$ cat config.mk
export PLATFORM = sky130hd
export DESIGN_NAME = wz_tracker
export DESIGN_NICKNAME = d
export VERILOG_FILES = /design/src/rtl/wz_tracker.sv
export SDC_FILE = /design/constraint.sdc
export NUM_CORES = 1
export LEC_CHECK = 0
export ABC_AREA = 0
export BUFFER_PORTS_ARGS = -buffer_cell sky130_fd_sc_hd__buf_4
export CORE_ASPECT_RATIO = 0.75
export CORE_MARGIN = 2
export CORE_UTILIZATION = 48
export CTS_CLUSTER_SIZE = 40
export DETAILED_ROUTE_END_ITERATION = 7
export PLACE_DENSITY = 0.82
export SYNTH_ARGS = -nofsm -noshare
export SYNTH_HDL_FRONTEND = slang
export SYNTH_SLANG_ARGS = --single-unit
$ cat constraint.sdc
create_clock -name clk -period 3.2 [get_ports clk]
set_input_delay 0.64 -clock clk [delete_from_list [all_inputs] [get_ports clk]]
set_output_delay 0.64 -clock clk [all_outputs]
set_load 0.02 [all_outputs]
$ cat src/rtl/wz_tracker.sv
module wz_tracker (
  input  logic        clk,
  input  logic        rst,
  input  logic        step,
  input  logic [2:0]  page,
  input  logic [7:0]  opc,
  input  logic [15:0] addr,
  input  logic [7:0]  acc,
  input  logic [15:0] bc,
  input  logic [15:0] hl,
  input  logic [15:0] dest,
  input  logic        taken,
  input  logic [7:0]  opnd,
  output logic [15:0] wz,
  output logic [1:0]  xy
);
  localparam logic [2:0] PG_BASE = 3'd0, PG_CB = 3'd1, PG_DD = 3'd2, PG_ED = 3'd3,
                         PG_FD = 3'd4, PG_DDCB = 3'd5, PG_FDCB = 3'd6;

  logic [15:0] nxt;
  logic        mem_bit;

  always_comb begin
    nxt = wz;
    case (page)
      PG_BASE:
        case (opc)
          8'h0A, 8'h1A, 8'h3A, 8'h22, 8'h2A: nxt = addr + 16'd1;
          8'h02, 8'h12, 8'h32:               nxt = {acc, addr[7:0] + 8'd1};
          8'h09, 8'h19, 8'h29, 8'h39:        nxt = hl + 16'd1;
          8'h10, 8'h18, 8'hC9, 8'hCD:        nxt = dest;
          8'h20, 8'h28, 8'h30, 8'h38:        if (taken) nxt = dest;
          default:
            if (opc[7:6] == 2'b11 && opc[2:0] == 3'b111) nxt = {10'd0, opc[5:3], 3'd0};
        endcase
      PG_DD, PG_FD:
        case (opc)
          8'h22, 8'h2A:               nxt = addr + 16'd1;
          8'h09, 8'h19, 8'h29, 8'h39: nxt = hl + 16'd1;
          default: ;
        endcase
      PG_ED:
        case (opc)
          8'h42, 8'h52, 8'h62, 8'h72,
          8'h4A, 8'h5A, 8'h6A, 8'h7A,
          8'h67, 8'h6F:               nxt = hl + 16'd1;
          8'h43, 8'h53, 8'h63, 8'h73,
          8'h4B, 8'h5B, 8'h6B, 8'h7B: nxt = addr + 16'd1;
          8'h78, 8'h79:               nxt = bc + 16'd1;
          8'hA1, 8'hB1:               nxt = wz + 16'd1;
          8'hA9, 8'hB9:               nxt = wz - 16'd1;
          8'h4D:                      nxt = dest;
          default: ;
        endcase
      default: ;
    endcase
  end

  always_ff @(posedge clk)
    if (rst)       wz <= 16'h0000;
    else if (step) wz <= nxt;

  assign mem_bit = (opc[7:6] == 2'b01) &&
                   ((page == PG_CB && opc[2:0] == 3'b110) || page == PG_DDCB || page == PG_FDCB);
  assign xy = mem_bit ? {wz[13], wz[11]} : {opnd[5], opnd[3]};
endmodule

; ---- Word-level counts from Yosys, hierarchy flattened
; Index checks and enable logic that the tools add are counted.
[classes]
add_sub_neg = 6
n_reduce_logical = 20
n_mux = 7
n_eq_ne = 59
[op_table]
columns = op, n
row1 = $eq 8x7->1 const B, 21
row2 = $pmux 16 s6, 1
row3 = $eq 8x6->1 const B, 10
row4 = $pmux 16 s5, 1
row5 = $add 16x1->16 const B, 4
row6 = $eq 8x8->1 const B, 6
row7 = $pmux 16 s3, 1
row8 = $eq 8x5->1 const B, 5
row9 = $mux 16, 2
row10 = $pmux 16 s2, 1
row11 = $eq 8x4->1 const B, 2
row12 = $sub 16x1->16 const B, 1
row13 = $eq 3x3->1 const B, 5
row14 = $ne 7x7->1 const B, 2
row15 = $reduce_or 4->1, 3
row16 = $reduce_or 10->1, 1
row17 = $reduce_or 2->1, 5
row18 = $add 8x1->8 const B, 1
row19 = $eq 8x2->1 const B, 1
row20 = $reduce_or 8->1, 1
row21 = $eq 3x2->1 const B, 2
row22 = $ne 3x3->1 const B, 2
row23 = $reduce_and 6->1, 1
row24 = $reduce_or 5->1, 1
row25 = 9 further kinds, 12
[word_totals]
output_inout_bits = 18
regBits = 16
inputBits = 95

; ---- Logic depth before layout (Yosys ltp)
; Gate-level depths: netlist of the first run.
[logic_depth]
word_depth = 6
ltp_mapped = 11
depth_no_buf = 10

; ---- Worst setup path before layout of the first run
; OpenSTA, ideal clock, no wires.
[synth_timing]
path_type = input -> register
start = in opc[2]
end = reg wz[9]
arrival_time_ns = 3.282
path_stages = 11
slack_ns = -0.227
cell_sequence = buf_2 and2b_1 and3_1 ha_1 a211oi_1 o211ai_1 a221oi_1 xor2_1 nor2_1 o221ai_1 a311oi_2
[synth_via]
elab_chain_cells = 4
word_cells_on_any_way = 67
[synth_lines]
columns = element, line_no
row1 = from (decl), 6  ; input logic [7:0] opc,
row2 = $eq 8x7->1 (tied with other cells), 43  ; case (opc)
row3 = $reduce_or 10->1 (tied with other cells), 43
row4 = $pmux 16 s6 (tied with other cells), 43
row5 = $pmux 16 s3 or $reduce_and 6->1 (tied branches), n/a
row6 = to (signal assigned), 61  ; else if (step) wz <= nxt;
row7 = to (decl), 14  ; output logic [15:0] wz,
; Parallel ways exist; a longest one is shown, timed or not.
; A chain may end at the register's enable or synchronous reset.

; ---- Final worst setup path of the first run
[layout_timing]
start = in opc[1]
end = reg wz[10]
; The elaborated chain is that of the path after synthesis.

==> results of run 1 <==
## power by group
group | total [mW] | switching, mW | internal, mW
clock network | 0.193 | 0.0830 | 0.110
logic | 0.503 | 0.276 | 0.226
registers | 0.234 | 0.0197 | 0.214
total | 0.929 | 0.379 | 0.550
## cells in the final DEF, fill, tap and decap left out, drive strengths merged, types with 7 or more instances in the layout
cell type | Yosys | routed
buf | 17 | 149
nor2 | 43 | 43
a21oi | 39 | 39
nand2 | 35 | 35
o21ai | 32 | 32
xor2 | 30 | 30
nand3 | 25 | 25
xnor2 | 23 | 23
o221ai | 21 | 21
ha | 20 | 20
a211oi | 17 | 17
dfxtp | 16 | 16
o22ai | 14 | 14
nand4 | 13 | 13
nor3 | 11 | 11
a22oi | 9 | 9
and3 | 9 | 9
inv | 8 | 8
o21a | 8 | 8
a221oi | 7 | 7
## cell type report
| type | instances | area (sq um) | share of cell area |
|---|---|---|---|
| repair buffers | 149 | 1139 | 0.2332 |
| inverters | 8 | 30.03 | 0.006151 |
| clock buffers | 4 | 55.05 | 0.01128 |
| well taps | 101 | 126.4 | 0.02588 |
| multi-input cells | 447 | 3212 | 0.6579 |
| flip-flops and latches | 16 | 320.3 | 0.06561 |
## what timing repair did
action / in CTS / in global routing
resized for setup: 0 / 17
endpoints found under the setup margin: 0 / 7
setup buffers: 0 / 1
endpoints found under the hold margin: 0 / 0
## per-layer routing
layer	GRT usage	wire, um	part of all wire	vias up
met5	0	0	0	-
met4	0.04533	265	0.017	0
met3	0.07347	1974	0.13	37
met2	0.5725	6638	0.43	341
met1	0.5052	6525	0.42	2234
li1	-	-	-	2215
## metrics by stage
stage / worst slack [ns] / hold WS, ns / setup TNS (ns) / utilization / instance area (sq um)
floorplan: 0.0008999 / 0.5926 / 0 / - / 3649
global placement: -0.1617 / 0.5343 / -0.6820 / 0.6437 / 4741
detailed placement: -0.2081 / 0.5452 / -1.112 / 0.6437 / 4741
CTS: 0.03843 / 0.5536 / 0 / 0.6512 / 4796
global route: -0.03070 / 0.5776 / -0.04190 / 0.6629 / 4882
finish: 0.06478 / 0.5498 / 0 / 0.6629 / 4882
## path summary, 6_finish.rpt
| kind | startpoint | to | slack (ns) | cells after the start |
|---|---|---|---|---|
| setup / recovery | opc[1] | wz[10]$_SDFFE_PP0P_ | 0.06 | 12 |
| hold reg to reg | wz[11]$_SDFFE_PP0P_ | wz[11]$_SDFFE_PP0P_ | 0.55 | 2 |
| setup reg to reg | wz[0]$_SDFFE_PP0P_ | wz[10]$_SDFFE_PP0P_ | 0.58 | 8 |
| hold / removal | wz[11]$_SDFFE_PP0P_ | wz[11]$_SDFFE_PP0P_ | 0.55 | 2 |
## cell families (layout without fill, tap and decap cells)
kind of cell	after synthesis	count (layout)	synth area share
AOI/OAI and AO/OA	186	186	0.3747
and+or+nand+nor	182	182	0.2696
xor gates and xnor gates	53	53	0.1274
muxes	5	5	0.01477
buffers and inverters	33	161	0.05151
adders and majority gates	21	21	0.07418
DFF	16	16	0.08791
## worst max-delay path, cell delays in order
cell and delay, ns:
buf_4 0.11, and4bb_2 0.31, and3_4 0.28, buf_6 0.18, ha_1 0.25, a2111o_1 0.35
o21ai_1 0.16, a21oi_1 0.11, a311oi_1 0.31, o221ai_1 0.16, a211oi_1 0.30, a211oi_2 0.11
==> flow_metrics.py, run 1 <==
metrics = {
    "cells_and_area": {
        "syn_to_final_growth_pct": 34.00,
        "fill_cells": 666,
        "reg_top3": "wz: 16 flops",
        "drive_gt1_frac": 0.3093,
        "largest_reg_flops": 16,
        "largest-register": "wz",
        "antenna_cells": 0,
        "fin_cells": 725,
        "final_net_count": 741,
    },
    "routing": {
        "vias": 4827,
        "drt_iter0_markers": 526,
        "first_pass_iters": 6,
        "drt-total-wl_um": 15410,
        "drc": 0,
        "wire_per_inst_um": 21.25,
        "final_antenna_net_count": 0,
        "viasPerCell": 6.658,
    },
    "global_routing": {
        "grt_pass1_wl_um": 23330,
        "grt-ovfl-total": 0,
        "grt_pass1_vias": 4367,
        "grt_max_degree": 23,
        "antenna_found_initial": 0,
        "grt_use_total": 0.3561,
    },
    "power": {
        "p_leak_nw": 1.957,
        "power_density_nw_per_um2": 190.3,
        "ir_worst_vdd_uv": 168.0,
        "power.total_mw": 0.9289,
    },
    "yosys": {
        "synth_ff_type": "dfxtp_1",
        "synth.most_common_cell": "nor2_1",
        "synth_area_sq_um": 3643,
        "synth_top_area_frac": 0.08791,
        "syn_inst": 496,
        "synthDistinctLibCells": 76,
        "synth.area.top_cells": "dfxtp_1 (8.8%), xor2_1 (7.2%), ha_1 (6.9%), xnor2_1 (5.5%), a21oi_1 (5.2%)",
        "synth_edf_count": 0,
        "async_reset_ff_frac": 0,
        "mappedNetlistNets": 612,
        "yosysSeqAreaShare": 0.08791,
        "yosys.area.top_type": "dfxtp_1",
        "syn_area_per_cell_sq_um": 7.346,
        "synth-seq-cells": 16,
        "ys_top_cells_by_count": "nor2_1 (42), a21oi_1 (38), nand2_1 (35)",
        "ys_warn_count": 0,
    },
    "sta": {
        "max_freq_mhz": 319.0,
        "max_slew_margin": 0.4858,
        "layout_min_cycle_time_ns": 3.135,
        "tightest_slew_ns": 0.7714,
        "finalHoldViolCount": 0,
        "setup_viol": 0,
        "fin_crit_sh": 0.9798,
        "fin_skew_ns": 0.006053,
        "slew_violations": 0,
    },
    "clock_tree": {
        "clock-sinks": 16,
        "cts_buffers": 3,
        "ctsHoldBuffers": 0,
        "htreeDepth": 1,
        "clock_latency_ns": 0.26,
        "clk_pin_slew_ns": 0.08,
        "cts_max_path_buffers": 2,
        "ctsRootBufferMaster": "clkbuf_8",
        "cts_tree": "built",
    },
    "floorplan": {
        "start_util": 0.4947,
        "die_width_um": 104.6,
        "core_region_area_sq_um": 7365,
        "die_y_um": 79.45,
        "rows": 27,
        "ios": 113,
        "dieArea_sq_um": 8310,
    },
    "critical_path": {
        "worst_ep_required_time_ns": 3.35,
        "startpoint_type": "primary input",
        "crit_arrival_ns": 3.28,
        "cp-end-kind": "flop",
        "path_class": "in -> reg",
        "crit_path_max_fanout": 8,
    },
    "placement": {
        "hpwl_um": 12340,
        "io_buffers": 106,
        "dp_cells": 720,
        "gp_congestion": 1.018,
    },
    "flow_run": {
        "cap_viol_max_count": 0,
    },
    "worst_hold_path": {
        "hold_class": "reg -> reg",
    },
    "run_status": {
        "status": "finished, final reports clean",
    },
}
Power figures use the tool's default switching activity.
==> run 2: changes to the inputs <==
- clock period: 3.2 -> 2.8 ns (I/O delays scaled with it)
==> run 2 against run 1 <==
  * Critical path type unchanged
  * Setup slack got worse by 0.21 ns
  * Die area unchanged
  * First-iteration DRC count increased by 29%
  * Register-to-register slack got worse by 0.26 ns
  * Largest cell class unchanged
  * Combinational power increased by 24%
  * Critical endpoint is now wz[9]$_SDFFE_PP0P_
  * Sequential power increased by 16%
  * The flow now finishes with violations (setup timing)
  * Clock power increased by 13%
  * Sequential share of layout area decreased by 0.49 points
==> flow_metrics.py, run 2 (synthesis results as in run 1) <==
metrics = {
    "power": {
        "power_frac_seq": 0.244,
        "p_int_mw": 0.6490,
        "power_density_nw_per_um2": 210.7,
        "power.switching_mw": 0.4628,
        "comb_power_share": 0.559,
        "p_leak_nw": 2.090,
        "clockPowerShare": 0.197,
        "power.total_mw": 1.112,
        "swShare": 0.4163,
        "ir_worst_vdd_uv": 236.2,
    },
    "clock_tree": {
        "clock-sinks": 16,
        "cts_buffers": 3,
        "cts_max_path_buffers": 2,
        "htreeDepth": 1,
        "clk_pin_slew_ns": 0.07,
        "clock_latency_ns": 0.26,
        "ctsRootBufferMaster": "clkbuf_8",
        "cts_tree": "built",
    },
    "sta": {
        "max_slew_margin": 0.6212,
        "setup_viol": 4,
        "setup_ws_ns": -0.1421,
        "finalHoldViolCount": 0,
        "slew_violations": 0,
        "tightest_slew_ns": 0.5661,
        "holdWs_ns": 0.5460,
        "fin_skew_ns": 0.003996,
        "rsz0062_at_grt": "true",
        "layout_min_cycle_time_ns": 2.942,
        "max_freq_mhz": 339.9,
        "fin_crit_sh": 1.051,
    },
    "critical_path": {
        "slowest_delay_ns": 0.35,
        "startpoint_type": "primary input",
        "path_class": "in -> reg",
        "worst_ep_required_time_ns": 2.97,
        "cp-end-kind": "flop",
        "crit_chain": "buf_6 > and4bb_4 > and3_4 > buf_6 > ha_4 > a21oi_4 > o211ai_1 > buf_4 > a221oi_4 > xor2_1 > nor2_1 > o221ai_2 > a311oi_2",
        "cp_slowest_cell": "and4bb_4",
        "crit_arrival_ns": 3.11,
        "crit_path_max_fanout": 5,
        "cpMostUsedCell": "buf_6",
    },
    "global_routing": {
        "grt_use_total": 0.3911,
        "antenna_found_initial": 0,
        "grt_max_degree": 23,
        "grt_pass1_wl_um": 25390,
        "grt-ovfl-total": 0,
        "grt_pass1_vias": 4747,
    },
    "cells_and_area": {
        "final_net_count": 764,
        "layout_commonest_cell": "buf_4",
        "largest_reg_flops": 16,
        "reg_top3": "wz: 16 flops",
        "largest-register": "wz",
        "drive_gt1_frac": 0.3694,
        "post-route-util": 0.7164,
        "mostFrequentLayoutCells": "buf_4 (165), nor2_1 (42), nand2_1 (34), xor2_1 (30), a21oi_1 (28)",
        "fin_cells": 748,
        "syn_to_final_growth_pct": 44.81,
        "antenna_cells": 0,
    },
    "placement": {
        "gp_congestion": 1.009,
        "dp_cells": 735,
        "io_buffers": 106,
        "hpwl_um": 12630,
    },
    "run_status": {
        "status": "finished with violations",
        "violations": "setup timing",
    },
    "routing": {
        "viasPerCell": 6.910,
        "wire_per_inst_um": 22.52,
        "first_pass_iters": 6,
        "final_antenna_net_count": 0,
        "drt-total-wl_um": 16840,
        "drt_iter0_markers": 676,
        "vias": 5169,
        "drc": 0,
    },
    "floorplan": {
        "die_y_um": 79.45,
        "dieArea_sq_um": 8310,
        "start_util": 0.4947,
        "die_width_um": 104.6,
        "rows": 27,
        "ios": 113,
        "core_region_area_sq_um": 7365,
    },
    "worst_hold_path": {
        "hold_class": "reg -> reg",
    },
    "flow_run": {
        "cap_viol_max_count": 0,
    },
}
run 2: final cells by class:
type,instances,area [sq um]
timing repair buffer,171,1306
clock buffer,4,55.05
tap,101,126.4
multi-input combinational,448,3438
sequential,16,320.3
inverter,8,30.03
fill,595,2088
run 2: critical path: cells and delay by family:
family	cells	cell delay, ns
fa+ha+maj	1	0.21
xor+xnor	1	0.12
buf+inv	3	0.41
simple gates	3	0.81
compound gates	5	0.98
run 2: stage by stage:
step           worst slack, ns  TNS [ns]  area (sq um)
6_report               -0.1421   -0.3279          5276
3_5_place_dp           -0.4840    -3.655          4897
2_1_floorplan          -0.2228   -0.8897          3719
5_1_grt                -0.2367   -0.9185          5276
4_1_cts               -0.01608  -0.02972          5164
3_3_place_gp           -0.3745    -2.857          4897
run 2: path summary, 6_finish.rpt:
path	startpoint	endpoint	slack (ns)	depth (start not counted)
min	wz[11]$_SDFFE_PP0P_	wz[11]$_SDFFE_PP0P_	0.55	2
min reg2reg	wz[11]$_SDFFE_PP0P_	wz[11]$_SDFFE_PP0P_	0.55	2
max	opc[6]	wz[9]$_SDFFE_PP0P_	-0.14	13
max reg2reg	wz[0]$_SDFFE_PP0P_	wz[10]$_SDFFE_PP0P_	0.32	8
run 2: repair_timing:
action	CTS	global route
gates resized for setup	30	16
cloned	1	0
hold buffers	0	0
buffers inserted	5	3
setup endpoints to repair	10	11
pin swaps	22	20
run 2: power by group through the flow:
stage / Sequential (mW) / Combinational [mW] / Clock [mW]
2_1_floorplan: 0.286 / 0.273 / 0
3_3_place_gp: 0.270 / 0.558 / 0
3_5_place_dp: 0.271 / 0.569 / 0
4_1_cts: 0.269 / 0.586 / 0.216
5_1_grt: 0.272 / 0.653 / 0.227
6_report: 0.271 / 0.622 / 0.219
run 2: routing by layer:
layer | wire length, um | global-route usage | vias up
met2 | 7031 | 0.6157 | 445
met3 | 2414 | 0.1273 | 105
li1 | - | - | 2259
met5 | 0 | 0 | -
met1 | 6561 | 0.4966 | 2360
met4 | 835 | 0.1587 | 0
==> run 3: changes to the inputs <==
- RECOVER_POWER: default -> 100
==> run 3 against run 2 <==
  * The flow still finishes with violations (setup timing)
  * Critical path depth is the same
  * Design area decreased by 1.1%
  * Register-to-register slack got worse by 0.02 ns
  * Non-clock buffer count unchanged
  * Maximum frequency is 0.31% higher
  * Core utilization shrank 0.76 points
  * Critical path type unchanged
  * Largest cell class unchanged
==> flow_metrics.py, run 3 (synthesis results as in run 1) <==
metrics = {
    "sta": {
        "slew_violations": 0,
        "max_slew_margin": 0.6141,
        "max_freq_mhz": 340.9,
        "layout_min_cycle_time_ns": 2.933,
        "fin_skew_ns": 0.005859,
        "tns_ns": -0.3502,
        "setup_ws_ns": -0.1331,
        "holdWs_ns": 0.5455,
        "fin_crit_sh": 1.048,
        "setup_viol": 4,
        "tightest_slew_ns": 0.5767,
        "rsz0062_at_grt": "true",
        "finalHoldViolCount": 0,
    },
    "worst_hold_path": {
        "hold_class": "reg -> reg",
        "hp-start": "wz[11]$_SDFFE_PP0P_",
    },
    "cells_and_area": {
        "antenna_cells": 0,
        "final_net_count": 764,
        "largest_reg_flops": 16,
        "layout_commonest_cell": "buf_4",
        "fin_area_sq_um": 5220,
        "drive_gt1_frac": 0.3462,
        "largest-register": "wz",
        "mostFrequentLayoutCells": "buf_4 (150), nor2_1 (42), nand2_1 (34), xor2_1 (30), a21oi_1 (28)",
        "reg_top3": "wz: 16 flops",
        "syn_to_final_growth_pct": 43.27,
    },
    "routing": {
        "drc": 0,
        "vias": 5133,
        "wire_per_inst_um": 22.52,
        "drt-total-wl_um": 16840,
        "final_antenna_net_count": 0,
        "first_pass_iters": 6,
        "drt_iter0_markers": 665,
        "viasPerCell": 6.862,
    },
    "critical_path": {
        "crit_family": "compound AO/OA/AOI/OAI gates",
        "slowest_delay_ns": 0.35,
        "path_class": "in -> reg",
        "startpoint_type": "primary input",
        "worst-path-buf-inv": 3,
        "rr_startpoint": "wz[0]$_SDFFE_PP0P_",
        "crit_chain": "buf_6 > and4bb_4 > and3_4 > buf_6 > ha_4 > a21oi_4 > o211ai_1 > buf_4 > a221oi_4 > xor2_1 > nor2_1 > o221ai_2 > a311oi_2",
        "crit_arrival_ns": 3.10,
        "worst_ep_required_time_ns": 2.97,
        "crit_start": "opc[6]",
        "cpMostUsedCell": "buf_6",
        "cp-end-kind": "flop",
        "cp_slowest_cell": "and4bb_4",
        "crit_path_max_fanout": 5,
    },
    "placement": {
        "post-place-ws_ns": -0.4840,
        "io_buffers": 106,
        "hpwl_um": 12630,
        "place_area_sq_um": 4897,
        "gp_congestion": 1.009,
    },
    "flow_run": {
        "cap_viol_max_count": 0,
    },
    "global_routing": {
        "use_met3": 0.1273,
        "grt_pass1_wl_um": 25390,
        "grt_max_degree": 23,
        "met1_usage": 0.4966,
        "grt_use_total": 0.3911,
        "grt_pass1_vias": 4747,
        "grt-ovfl-total": 0,
        "met2_usage": 0.6157,
        "antenna_found_initial": 0,
        "grt.busiest_layer": "met2",
    },
    "floorplan": {
        "core_region_area_sq_um": 7365,
        "ios": 113,
        "rows": 27,
        "die_width_um": 104.6,
        "die_y_um": 79.45,
        "dieArea_sq_um": 8310,
        "start_util": 0.4947,
    },
    "clock_tree": {
        "cts_max_path_buffers": 2,
        "clk_pin_slew_ns": 0.07,
        "clock-sinks": 16,
        "cts_buffers": 3,
        "cts_tree": "built",
        "ctsHoldBuffers": 0,
        "ctsRootBufferMaster": "clkbuf_8",
        "htreeDepth": 1,
        "clock_latency_ns": 0.26,
    },
    "power": {
        "power_density_nw_per_um2": 210.7,
        "ir_worst_vdd_uv": 231.4,
        "p_leak_nw": 2.028,
    },
    "run_status": {
        "status": "finished with violations",
        "violations": "setup timing",
    },
}
==> run 3: path summary, 6_finish.rpt <==
check	cells past startpoint	to	slack [ns]
setup / recovery	13	wz[9]$_SDFFE_PP0P_	-0.13
hold reg to reg	2	wz[11]$_SDFFE_PP0P_	0.55
hold / removal	2	wz[11]$_SDFFE_PP0P_	0.55
setup reg to reg	8	wz[10]$_SDFFE_PP0P_	0.30
==> run 3: final cells by class <==
type	count	area, sq um
Sequential cell	16	320.3
Timing Repair Buffer	171	1250
Clock buffer	4	55.05
Fill cell	617	2145
Inverter	8	30.03
Tap cell	101	126.4
Multi-Input combinational cell	448	3438
==> run 3: report_power, final <==
group	leakage, nW	internal (mW)	switching (mW)
clock	0.0288	0.125	0.0939
combinational	1.87	0.267	0.343
sequential	0.131	0.245	0.0260
==> run 3: worst register-to-register path: cells and delay by family (launching register included) <==
kind	cells	cell delay (ns)
fa+ha+maj	1	0.46
simple gates	1	0.34
compound gates	6	1.20
flops	1	0.42
==> run 3: what timing repair did <==
| item | CTS | global route |
|---|---|---|
| gates cloned | 1 | 0 |
| setup buffers | 5 | 3 |
| pin swaps | 22 | 20 |
| setup endpoints to repair | 10 | 11 |
| resized for setup | 30 | 16 |
==> run 3: metrics by stage <==
stage | power [mW] | util | std cells
6_report | 1.100 | 0.7088 | 748
5_1_grt | 1.140 | 0.7088 | 748
4_1_cts | 1.071 | 0.7012 | 745
3_5_place_dp | 0.8400 | 0.6650 | 735
3_3_place_gp | 0.8282 | 0.6650 | 735
2_1_floorplan | 0.5599 | - | 496
==> run 3: routing by layer <==
layer  part of all wire  wire (um)
met4              0.044        737
met5                  0          0
met2               0.42       7104
met3               0.14       2414
met1               0.39       6586
